[src/rtl/dag_pkg.sv]
package dag_pkg;
  typedef enum logic [1:0] {
    KIND_INDEX  = 2'd0,
    KIND_MODIFY = 2'd1,
    KIND_LENGTH = 2'd2,
    KIND_BASE   = 2'd3
  } wr_kind_e;
endpackage

[src/rtl/dag_regbank.sv]
module dag_regbank #(
  parameter int AW = 14,
  parameter int N  = 4,
  localparam int SW = $clog2(N)
) (
  input  logic                 clk,
  input  logic                 rst_n,
  input  logic                 wr_en,
  input  logic [SW-1:0]        wr_sel,
  input  logic [AW-1:0]        wr_data,
  input  logic                 upd_en,
  input  logic [SW-1:0]        upd_sel,
  input  logic [AW-1:0]        upd_val,
  output logic [N-1:0][AW-1:0] q
);
  // one register per entry; a write beats an update to the same entry
  for (genvar g = 0; g < N; g++) begin : g_ent
    logic hit_wr, hit_up;
    assign hit_wr = wr_en && (wr_sel == SW'(g));
    assign hit_up = upd_en && (upd_sel == SW'(g));
    always_ff @(posedge clk or negedge rst_n) begin
      if (!rst_n)      q[g] <= '0;
      else if (hit_wr) q[g] <= wr_data;
      else if (hit_up) q[g] <= upd_val;
    end
  end
endmodule

[src/rtl/dag_update.sv]
module dag_update #(
  parameter int AW = 14,
  localparam int EW = AW + 2
) (
  input  logic [AW-1:0] cur,
  input  logic [AW-1:0] step,
  input  logic [AW-1:0] len,
  input  logic [AW-1:0] base,
  output logic [AW-1:0] next
);
  // post-modify with optional circular wrap, done in a wider signed field
  function automatic logic [AW-1:0] step_ptr(
    input logic [AW-1:0] p, input logic [AW-1:0] m,
    input logic [AW-1:0] l, input logic [AW-1:0] b);
    logic signed [EW-1:0] sum, lo, hi;
    sum = $signed({2'b00, p}) + $signed({{2{m[AW-1]}}, m});
    lo  = $signed({2'b00, b});
    hi  = lo + $signed({2'b00, l});
    if (l != '0) begin
      if (sum < lo)       sum = sum + $signed({2'b00, l});
      else if (sum >= hi) sum = sum - $signed({2'b00, l});
    end
    return sum[AW-1:0];
  endfunction

  assign next = step_ptr(cur, step, len, base);
endmodule

[src/rtl/modaddr_gen.sv]
module modaddr_gen #(
  parameter int AW = 14,
  parameter int N  = 4,
  localparam int SW = $clog2(N)
) (
  input  logic          clk,
  input  logic          rst_n,
  input  logic          wr_en,
  input  logic [1:0]    wr_kind,
  input  logic [SW-1:0] wr_sel,
  input  logic [AW-1:0] wr_data,
  input  logic          acc_req,
  input  logic [SW-1:0] acc_ptr,
  input  logic [SW-1:0] acc_mod,
  output logic [AW-1:0] addr_out,
  output logic          addr_vld
);
  import dag_pkg::*;

  logic [N-1:0][AW-1:0] idx_q, mod_q, len_q, base_q;
  logic                 we_idx, we_mod, we_len, we_base;
  // named internal events for the checker
  logic                 upd_fire;
  logic [AW-1:0]        cur_idx, cur_mod, cur_len, cur_base, upd_next;

  assign we_idx  = wr_en && (wr_kind_e'(wr_kind) == KIND_INDEX);
  assign we_mod  = wr_en && (wr_kind_e'(wr_kind) == KIND_MODIFY);
  assign we_len  = wr_en && (wr_kind_e'(wr_kind) == KIND_LENGTH);
  assign we_base = wr_en && (wr_kind_e'(wr_kind) == KIND_BASE);

  assign upd_fire = acc_req;
  assign cur_idx  = idx_q[acc_ptr];
  assign cur_len  = len_q[acc_ptr];
  assign cur_base = base_q[acc_ptr];
  assign cur_mod  = mod_q[acc_mod];

  dag_regbank #(.AW(AW), .N(N)) u_idx (
    .clk(clk), .rst_n(rst_n), .wr_en(we_idx), .wr_sel(wr_sel), .wr_data(wr_data),
    .upd_en(upd_fire), .upd_sel(acc_ptr), .upd_val(upd_next), .q(idx_q));
  dag_regbank #(.AW(AW), .N(N)) u_mod (
    .clk(clk), .rst_n(rst_n), .wr_en(we_mod), .wr_sel(wr_sel), .wr_data(wr_data),
    .upd_en(1'b0), .upd_sel('0), .upd_val('0), .q(mod_q));
  dag_regbank #(.AW(AW), .N(N)) u_len (
    .clk(clk), .rst_n(rst_n), .wr_en(we_len), .wr_sel(wr_sel), .wr_data(wr_data),
    .upd_en(1'b0), .upd_sel('0), .upd_val('0), .q(len_q));
  dag_regbank #(.AW(AW), .N(N)) u_base (
    .clk(clk), .rst_n(rst_n), .wr_en(we_base), .wr_sel(wr_sel), .wr_data(wr_data),
    .upd_en(1'b0), .upd_sel('0), .upd_val('0), .q(base_q));

  dag_update #(.AW(AW)) u_upd (
    .cur(cur_idx), .step(cur_mod), .len(cur_len), .base(cur_base), .next(upd_next));

  always_ff @(posedge clk or negedge rst_n) begin
    if (!rst_n) begin
      addr_out <= '0;
      addr_vld <= 1'b0;
    end else begin
      addr_vld <= acc_req;
      if (acc_req) addr_out <= cur_idx;
    end
  end
endmodule

[config.mk]
export PLATFORM = sky130hd
export DESIGN_NAME = modaddr_gen
export DESIGN_NICKNAME = d
export VERILOG_FILES = /design/src/rtl/dag_pkg.sv /design/src/rtl/dag_regbank.sv /design/src/rtl/dag_update.sv /design/src/rtl/modaddr_gen.sv
export SDC_FILE = /design/constraint.sdc
export NUM_CORES = 1
export LEC_CHECK = 0
export BUFFER_PORTS_ARGS = -buffer_cell sky130_fd_sc_hd__buf_2
export CORE_AREA = 2 2 164 246
export DETAILED_ROUTE_END_ITERATION = 6
export DIE_AREA = 0 0 166 248
export GPL_TIMING_DRIVEN = 0
export SKIP_LAST_GASP = 1
export SLEW_MARGIN = 25
export SYNTH_ARGS = -nofsm -noshare
export SYNTH_HDL_FRONTEND = slang
export SYNTH_SLANG_ARGS = --single-unit
[constraint.sdc]
create_clock -name clk -period 6.9 [get_ports clk]
set_input_delay 0.69 -clock clk [delete_from_list [all_inputs] [get_ports clk]]
set_output_delay 0.69 -clock clk [all_outputs]
set_load 0.005 [all_outputs]
==> results of run 1 <==
[power breakdown]
group | internal [mW] | leakage (nW) | total (mW) | switching (mW)
registers | 1.83 | 2.91 | 2.05 | 0.216
clock network | 0.732 | 0.370 | 1.30 | 0.564
logic | 1.91 | 3.52 | 4.89 | 2.98
[how the worst min path moves through the flow]
stage | to | slack [ns] | depth (start not counted)
6_report | u_base.q[28] | 0.12 | 1
2_1_floorplan | addr_out[0] | 0.39 | 0
3_3_place_gp | u_len.q[7] | 0.48 | 1
4_1_cts | u_base.q[41] | 0.14 | 1
5_1_grt | u_base.q[28] | 0.17 | 1
3_5_place_dp | u_base.q[41] | 0.49 | 1
[area by class of cell]
| class | count | share of cell area [%] |
|---|---|---|
| inverters | 53 | 1.25 |
| flip-flops and latches | 239 | 37.6 |
| repair buffers | 38 | 1.54 |
| plain buffers | 67 | 1.82 |
| multi-input cells | 888 | 49.1 |
| well taps | 500 | 3.93 |
| clock buffers | 31 | 4.06 |
| clock inverters | 9 | 0.661 |
[logic make-up after synthesis]
group                    synth area share (%)
AO/OA/AOI/OAI                            13.3
XOR/XNOR                                 1.72
adder cells (fa/ha/maj)                  7.86
buffers and inverters                    3.36
flip-flops                               42.0
multiplexers                             23.4
AND/OR/NAND/NOR                          8.31
[stage by stage]
stage | util (%) | hold WS (ns)
floorplan | - | 0.394
global placement | 38.5 | 0.482
finish | 40.7 | 0.119
CTS | 40.7 | 0.136
detailed placement | 38.7 | 0.490
global route | 40.7 | 0.169
[routing by layer]
metal / track usage [%] / routed length, um / vias up
li1: - / - / 4769
met2: 38.0 / 22000 / 296
met3: 2.30 / 1670 / 110
met4: 14.0 / 3150 / 2
met5: 0 / 13 / -
met1: 22.6 / 15800 / 5334
[cells in the final DEF (no fill, tap or decap), drive strengths merged, types with 14 or more instances in the layout]
cell	instances
a21o	18
nand2	52
nand2b	14
o21ai	82
and3	24
buf	47
a21oi	100
mux4	56
xnor2	16
dfrtp	239
mux2	182
clkbuf	88
nor2	71
ha	83
inv	54
a211oi	23
[repair_timing]
item	in CTS	in global routing
cloned	0	0
setup endpoints to repair	56	42
gates resized for setup	15	8
pin swaps	0	0
hold buffers	0	0
[sequential cells by signal (all words and copies together) (netlist names)]
register / count
u_mod.q: 56
addr_vld: 1
u_idx.q: 56
u_base.q: 56
u_len.q: 56
addr_out: 14
==> summary.md, run 1 <==
| Metric | Value |
|---|---|
| Cell count after placement | 1787 |
| Max incr delay on CP | 0.55 ns |
| Final Wtd Congestion | slightly above 0.9 |
| Net Count, Synth | roughly 1.4k |
| Reg2reg end | u_idx.q[13] |
| Ant diodes | 0 |
| Final HPWL DP | 32200 um |
| Initial antenna violation count | 1 |
| First-pass GRT wire length | between 60000 and 70000 um |
| Final wirelength | 42700 um |
| Cell Pwr Density | between 500 and 600 nW/um2 |
| Total track usage | 20.7% |
| Setup violators final | 0 |
| Area after DPL | 15100 um2 |
| Clk_skew | between 0.01 and 0.015 ns |
| Dpl ws | -1.16 ns |
| RSZ-0062 raised after global routing | false |
| Clock buffer depth | 3 |
| FF+latch count, synth | about 240 |
| Setup crit end | u_idx.q[13] |
| Area contributors post-synth | dfrtp_1, mux2_2, mux4_2, ha_1, a21oi_1 |
| Crit end category | register |
| Core ar. | 39100 um2 |
| Via-per-instance ratio | 5.76 |
| Area of the multi-input gates | just under 8000 um2 |
| Register area | roughly 6000 um2 |
| Status | finished clean |
| Clock transition at the registers of the reported paths | approximately 0.06 ns |
| Syn. warnings | 0 |
| MaxCap Viol Count | 0 |
| CP max FO | 13 |
| Synth top cells by count | dfrtp_1, mux2_2, a21oi_1 |
| GRT Residual Overflow | 0 |
| Total CTS buffers | 23 |
| DRT iter0 DRCs | 765 |
| Layout cell share with drive strength beyond 1 | 26.3% |
| Mapped Area | 14200 um2 |
| DRT Pass-1 Iters | 5 |
| CP Depth | 23 |
| Number of global-route vias before repair | 10.9k |
| CP cell instances | buf_2 > clkdlybuf4s15_2 > mux4_2 > ha_1 > fa_1 > a211oi_1 > nor2_1 > o21a_1 > nor2_1 > o21ai_0 > a21oi_1 > xnor2_1 > ha_1 > clkbuf_1 > o2111a_1 > o31a_1 > o21ai_0 > a211oi_2 > nor3_1 > nor4_1 > o2bb2ai_1 > xnor2_1 > o21ai_0 |
| Worst setup SP type | primary input |
| Total power | 8.23 mW |
| Cell area after layout | between 15000 and 20000 um2 |
| Crit path DAT | 7.03 ns |
| FP Rows | 89 |
| LEAKAGE | 6.80 nW |
| Via count | about 11k |
| Top-area cell type share of the netlist area | a little over two fifths |
| Mapped Avg Cell Area | 11.4 um2 |
| Number of H-tree levels | 1 |
| Final period util | about 96% |
| Area growth syn-to-layout | 11.8% |
| Delay-heaviest family, CP | compound AO/OA/AOI/OAI gates |
| Reg-to-reg startpoint | u_mod.q[42] |
| Post-Syn Instances | 1249 |
| Worst Hold Class | in2async |
| Clk_lat worst skew | approximately 0.54 ns |
| Filler cell count | approximately 3.7k |
| Largest net degree at the start of global routing | 86 |
| Worst path buffer plus inverter count | 3 |
| Initial core utilization | 36.4% |
| Die area | 41200 um2 |
| Final min period | between 6 and 7 ns |
| Num ports | 41 |
| Die Width | 166 um |
| Setup_tns | 0 ns |
| Slew headroom | about a third |
| Async S/R FF share, synth | 100% |
| Sequential area share after synthesis | a little over two fifths |
| # clock sinks | between 200 and 250 |
| Fin nets | approximately 1.4k |
| Post-DRT Antenna Nets | 0 |
| Crit path kind | in2reg |
| Root buf cell | clkbuf_16 |
| Max VDD drop | about 350 uV |
| Required @ worst endpoint | 7.30 ns |
| Most used cell, CP | o21ai_0 |
| CTS tree | yes |
| WL/cell | between 20 and 25 um |
| Count of input and output buffers | 36 |
| Final Slew Violations | 0 |
| Reg2reg path depth | 21 |
| Die height | approximately 250 um |
| Post-synth EDFFs | 0 |
| Post-CTS Setup Bufs | 0 |
| Layout Cells excl Fill | 1825 |
| Predominant post-synthesis flop cell | dfrtp_1 |
| CP max stage cell | clkdlybuf4s15_2 |
| Fmax | about 150 MHz |
| CP startpoint | acc_ptr[1] |
| Yosys cell types | 67 |
| Actual slew at the worst max-slew pin | 0.972 ns |
| FF-to-FF setup slack | between 0.8 and 0.9 ns |
| Top-count cell post-synth | dfrtp_1 |
| DRC errors left | 0 |
| Yosys top cell by area | dfrtp_1 |
| Final Hold Viols | 0 |
| Final worst setup slack | approximately 0.27 ns |
Power figures use the tool's default switching activity.
==> inputs of run 2 (changes only) <==
--- a/config.mk
+++ b/config.mk
@@ -9,7 +9,6 @@
 export CORE_AREA = 2 2 164 246
 export DETAILED_ROUTE_END_ITERATION = 6
 export DIE_AREA = 0 0 166 248
-export GPL_TIMING_DRIVEN = 0
 export SKIP_LAST_GASP = 1
 export SLEW_MARGIN = 25
 export SYNTH_ARGS = -nofsm -noshare
==> summary.md, run 2 (synthesis gave the netlist of run 1 again) <==
| Metric | Value |
|---|---|
| Final Hold Viols | 0 (unchanged) |
| Total CTS buffers | 25 (+8.7%) |
| Die height | 248 um (unchanged) |
| Status | finished clean |
| Via count | 10.3k (-1.6%) |
| CP max FO | 22 (+9) |
| Cell area after layout | 15900 um2 (+0.15%) |
| WL/cell | 23.0 um (-1.7%) |
| Via-per-instance ratio | 5.75 (-0.23%) |
| Ant diodes | 0 (unchanged) |
| Slew headroom | 38.5% (+3.7 points) |
| Root buf cell | clkbuf_16 |
| Dpl ws | 0.252 ns (+1.41 ns) |
| # clock sinks | 239 (unchanged) |
| Final period util | 88.3% (-7.8 points) |
| LEAKAGE | 6.87 nW (+1.0%) |
| Worst Hold Class | reg2reg |
| First-pass GRT wire length | 64500 um (-0.99%) |
| WHS | 0.501 ns (+0.382 ns) |
| Final min period | 6.09 ns (-0.539 ns) |
| Area after DPL | 15100 um2 (about the same) |
| Area growth syn-to-layout | 11.9% |
| Actual slew at the worst max-slew pin | 0.923 ns (-0.0492 ns) |
| Final wirelength | 41400 um (-3.0%) |
| MaxCap Viol Count | 0 (unchanged) |
| Number of global-route vias before repair | 10.9k (+0.63%) |
| Initial antenna violation count | 0 (-1) |
| Clock buffer depth | 3 (unchanged) |
| Most frequent cells in the layout | dfrtp_1, mux2_2, a21oi_1, ha_1, o21ai_0 |
| Crit path kind | in2reg |
| Number of H-tree levels | 1 (unchanged) |
| DRC errors left | 0 (unchanged) |
| RSZ-0062 raised after global routing | false |
| Max VDD drop | 264 uV (-24%) |
| Worst setup SP type | primary input |
| Num ports | 41 (unchanged) |
| Total track usage | 20.3% (-0.44 points) |
| Final Slew Violations | 0 (unchanged) |
| Clock transition at the registers of the reported paths | 0.06 ns (about the same) |
| Cell Pwr Density | 523 nW/um2 (+1.1%) |
| FP Rows | 89 (unchanged) |
| DRT iter0 DRCs | 619 (-19%) |
| Final worst setup slack | 0.806 ns (+0.539 ns) |
| Clk_lat worst skew | 0.54 ns (about the same) |
| Crit path DAT | 6.49 ns (-0.54 ns) |
| Largest net degree at the start of global routing | 125 (+45%) |
| DRT Pass-1 Iters | 6 (+1) |
| Final Wtd Congestion | 0.940 (+1.1%) |
| Cell count after placement | 1756 (-1.7%) |
| Crit end category | register |
| Die area | 41200 um2 (unchanged) |
| Total power | 8.34 mW (+1.2%) |
| GRT Residual Overflow | 0 (unchanged) |
| Setup violators final | 0 (unchanged) |
| Clk_skew | 0.0135 ns (+0.000601 ns) |
| Post-DRT Antenna Nets | 0 (unchanged) |
| Fmax | 164 MHz (+8.8%) |
| Initial core utilization | 36.4% (unchanged) |
| Required @ worst endpoint | 7.29 ns (about the same) |
| Layout Cells excl Fill | 1800 (-1.4%) |
| Leading cell type in the layout, fill and taps excluded | dfrtp_1 |
| Die Width | 166 um (unchanged) |
| Post-CTS Hold Buffers | 0 (unchanged) |
| Setup_tns | 0 ns (unchanged) |
| CTS tree | yes |
| Core ar. | 39100 um2 (unchanged) |
| Final core utilization | 40.7% (+0.061 points) |
| Layout cell share with drive strength beyond 1 | 28.8% (+2.5 points) |
| FF-to-FF setup slack | 1.00 ns (+0.18 ns) |
| Final HPWL DP | 30200 um (-6.2%) |
| Cts repair resizes | 0 (-15) |
| Count of input and output buffers | 40 (+11%) |
| Fin nets | 1398 (-1.8%) |
| Post-CTS Setup Bufs | 0 (unchanged) |
## run 2: cell types whose count changed in the layout (fill, tap and decap cells not counted), sizes merged
cell / change
clkbuf: -54
buf: +30
bufinv: -1
clkdlybuf4s15: -1
dlygate4sd3: +1
## run 2: power breakdown
part	leakage [nW]	internal [mW]	switching (mW)	total (mW)
Clock	0.381	0.745	0.562	1.31
Combinational	3.58	2.04	2.95	4.99
Sequential	2.91	1.83	0.206	2.04
Total	6.87	4.62	3.72	8.34
## run 2: path summary, 6_finish.rpt
kind                                   from     endpoint  cells past startpoint
worst max-delay path             acc_ptr[0]  u_idx.q[15]                     19
worst min-delay path            u_mod.q[33]  u_mod.q[33]                      1
worst min register to register  u_mod.q[33]  u_mod.q[33]                      1
max in group asynchronous             rst_n  u_mod.q[30]                      3
worst max register to register  u_len.q[42]  u_idx.q[15]                     22
min in group asynchronous             rst_n  u_len.q[29]                      2
## run 2: area by class of cell
class                   instances  area [um2]
well taps                     500         626
clock buffers                  34         699
fillers                      3692       23200
repair buffers                 78         541
inverters                      53         199
multi-input cells             888        7810
flip-flops and latches        239        5980
clock inverters                 8        75.1
## run 2: critical path, stage by stage
cell and delay, ns:
buf_4 0.19, buf_4 0.39, mux4_2 0.60, ha_1 0.32
fa_1 0.45, a211oi_1 0.32, nor2_1 0.12, o21a_1 0.18
nor2_1 0.14, xnor2_1 0.40, ha_1 0.38, o21ai_0 0.11
a211oi_1 0.11, a211oi_1 0.38, o311a_1 0.31, a211o_1 0.36
nand2_1 0.38, a221oi_1 0.45, o21ai_0 0.17
## run 2: metal layers
metal	track usage, %	vias up	wire [um]
li1	-	4715	-
met1	22.9	5233	15700
met2	37.3	299	21200
met3	1.95	96	1790
met4	12.1	0	2710
met5	0	-	0
==> inputs of run 3 (changes only) <==
--- a/config.mk
+++ b/config.mk
@@ -7,6 +7,7 @@
 export LEC_CHECK = 0
 export BUFFER_PORTS_ARGS = -buffer_cell sky130_fd_sc_hd__buf_2
 export CORE_AREA = 2 2 164 246
+export CTS_BUF_LIST = sky130_fd_sc_hd__clkbuf_2
 export DETAILED_ROUTE_END_ITERATION = 6
 export DIE_AREA = 0 0 166 248
 export SKIP_LAST_GASP = 1
==> summary.md, run 3 (synthesis gave the netlist of run 1 again) <==
| Metric | Value |
|---|---|
| Switch share | 47.2% (+2.6 points) |
| Post-DRT Antenna Nets | 0 (unchanged) |
| WL/cell | 22.5 um (-2.2%) |
| Worst path buffer plus inverter count | 1 (-1) |
| Max VDD drop | 266 uV (+0.85%) |
| Grt met2 use | 37.4% (+0.049 points) |
| Final HPWL DP | 30200 um (unchanged) |
| Area growth syn-to-layout | 9.84% |
| Crit path DAT | 6.74 ns (+0.25 ns) |
| Via count | 10.6k (+2.8%) |
| Clk_skew | 0.0937 ns (+0.0802 ns) |
| Initial antenna violation count | 1 (+1) |
| Cell Pwr Density | 509 nW/um2 (-2.8%) |
| Final period util | 85.3% (-3.0 points) |
| Status | finished clean |
| FP Rows | 89 (unchanged) |
| CP max FO | 11 (-50%) |
| Clock Power Share | 11.5% (-4.2 points) |
| Most frequent cells in the layout | dfrtp_1, mux2_2, a21oi_1, clkbuf_2, ha_1 |
| Largest net degree at the start of global routing | 125 (unchanged) |
| Cell count after placement | 1756 (unchanged) |
| Switching Power | 3.76 mW (+0.98%) |
| Cts repair resizes | 0 (unchanged) |
| Num ports | 41 (unchanged) |
| Required @ worst endpoint | 7.75 ns (+0.46 ns) |
| MaxCap Viol Count | 0 (unchanged) |
| Final wirelength | 41800 um (+1.0%) |
| Sequential Power Share | 25.6% (+1.1 points) |
| Global-route met3 utilization | 2.52% (+0.57 points) |
| Count of input and output buffers | 40 (unchanged) |
| Int Power | 4.20 mW (-9.1%) |
| RSZ-0062 raised after global routing | false |
| Die area | 41200 um2 (unchanged) |
| Post-CTS Hold Buffers | 1 (+1) |
| Met1 usage | 22.7% (-0.21 points) |
| Crit end category | register |
| Die height | 248 um (unchanged) |
| Clk_lat worst skew | 0.95 ns (+0.41 ns) |
| Total track usage | 20.6% (+0.26 points) |
| CTS tree | yes |
| CP cell instances | mux4_2 > ha_1 > fa_1 > a21o_1 > a21oi_1 > o21bai_1 > a21oi_1 > nor2b_1 > o21a_1 > o31a_1 > o41ai_1 > buf_4 > xor2_1 > ha_1 > a22o_1 > nor4_1 > nand2_1 > o211a_1 > a211o_1 > nand2_1 > a221oi_1 > o21ai_0 |
| Worst setup SP type | register |
| Fmax | 170 MHz (+3.5%) |
| Final Hold Viols | 0 (unchanged) |
| Final min period | 5.89 ns (-0.205 ns) |
| Post-CTS Setup Bufs | 0 (unchanged) |
| Max incr delay on CP | 0.54 ns (-0.06 ns) |
| Fin nets | 1431 (+2.4%) |
| Delay-heaviest family, CP | compound AO/OA/AOI/OAI gates |
| DRT Pass-1 Iters | 7 (+1) |
| Die Width | 166 um (unchanged) |
| Layout cell share with drive strength beyond 1 | 31.6% (+2.7 points) |
| Actual slew at the worst max-slew pin | 0.957 ns (+0.0346 ns) |
| Slew headroom | 36.2% (-2.3 points) |
| DRT iter0 DRCs | 577 (-6.8%) |
| Clock transition at the registers of the reported paths | 0.10 ns (+0.04 ns) |
| Crit path kind | reg2reg |
| Number of H-tree levels | 2 (+1) |
| Root buf cell | clkbuf_2 |
| Clock buffer depth | 3 (unchanged) |
| Layout Cells excl Fill | 1859 (+3.3%) |
| First-pass GRT wire length | 65100 um (+0.96%) |
| Reg-to-reg startpoint | u_len.q[42] |
| CP startpoint | u_len.q[42] |
| Setup violators final | 0 (unchanged) |
| Final Slew Violations | 0 (unchanged) |
| GRT busiest layer | met2 |
| DRC errors left | 0 (unchanged) |
| Core ar. | 39100 um2 (unchanged) |
| Number of global-route vias before repair | 11.2k (+2.7%) |
| CP max stage cell | mux4_2 |
| Final Wtd Congestion | 0.940 (unchanged) |
| Comb pwr share | 62.9% (+3.0 points) |
| Via-per-instance ratio | 5.72 (-0.47%) |
| Setup_tns | 0 ns (unchanged) |
| Total CTS buffers | 59 (+140%) |
| GRT Residual Overflow | 0 (unchanged) |
| Leading cell type in the layout, fill and taps excluded | dfrtp_1 |
| # clock sinks | 239 (unchanged) |
| Worst Hold Class | in2reg |
| Initial core utilization | 36.4% (unchanged) |
| LEAKAGE | 6.87 nW (about the same) |
| Hold Path Origin | acc_req |
==> run 3: per-stage QoR <==
stage	power [mW]	cell area [um2]	setup WS (ns)	utilization (%)	hold WS, ns
CTS	7.96	15600	0.914	40.0	0.0820
global route	8.59	15600	0.489	40.0	0.170
global placement	6.91	15100	0.400	38.6	0.482
detailed placement	7.00	15100	0.252	38.7	0.490
finish	7.95	15600	1.01	40.0	0.143
floorplan	5.45	14200	0.631	-	0.394
==> run 3: cell type report <==
cell class	instances	area, um2
clock inverter	16	75.1
tap	500	626
sequential	239	5980
inverter	53	199
multi-input combinational	888	7810
fill	3776	23500
timing repair buffer	77	513
clock buffer	85	425
antenna	1	2.50
==> run 3: metal layers <==
| metal | share of wire [%] | wire [um] | vias to the layer above |
|---|---|---|---|
| li1 | - | - | 4823 |
| met1 | 38 | 15800 | 5371 |
| met2 | 51 | 21400 | 334 |
| met3 | 4.2 | 1740 | 104 |
| met4 | 6.8 | 2850 | 0 |
| met5 | 0 | 0 | - |
==> run 3: power groups by stage <==
stage	Combinational [mW]	Sequential (mW)	Clock (mW)
finish	5.00	2.03	0.918
global route	5.50	2.09	1.01
CTS	4.97	2.04	0.959
detailed placement	4.94	2.06	0
global placement	4.88	2.04	0
floorplan	3.46	1.99	0
==> run 3: path summary, 6_finish.rpt <==
path,endpoint,slack (ns),cells after the start
worst min register to register,u_len.q[49],0.51,1
worst max-delay path,u_idx.q[15],1.01,22
worst min-delay path,addr_vld,0.14,1
min in group asynchronous,u_len.q[2],0.39,2
worst max register to register,u_idx.q[15],1.01,22
max in group asynchronous,u_len.q[54],5.27,3
==> run 3: worst register-to-register path, cell delays in order (launching register included) <==
cell and delay, ns:
dfrtp_1 0.39, mux4_2 0.54, ha_1 0.26, fa_1 0.41, a21o_1 0.17, a21oi_1 0.24
o21bai_1 0.10, a21oi_1 0.26, nor2b_1 0.08, o21a_1 0.19, o31a_1 0.28, o41ai_1 0.31
buf_4 0.18, xor2_1 0.06, ha_1 0.19, a22o_1 0.23, nor4_1 0.31, nand2_1 0.13
o211a_1 0.27, a211o_1 0.37, nand2_1 0.43, a221oi_1 0.19, o21ai_0 0.24
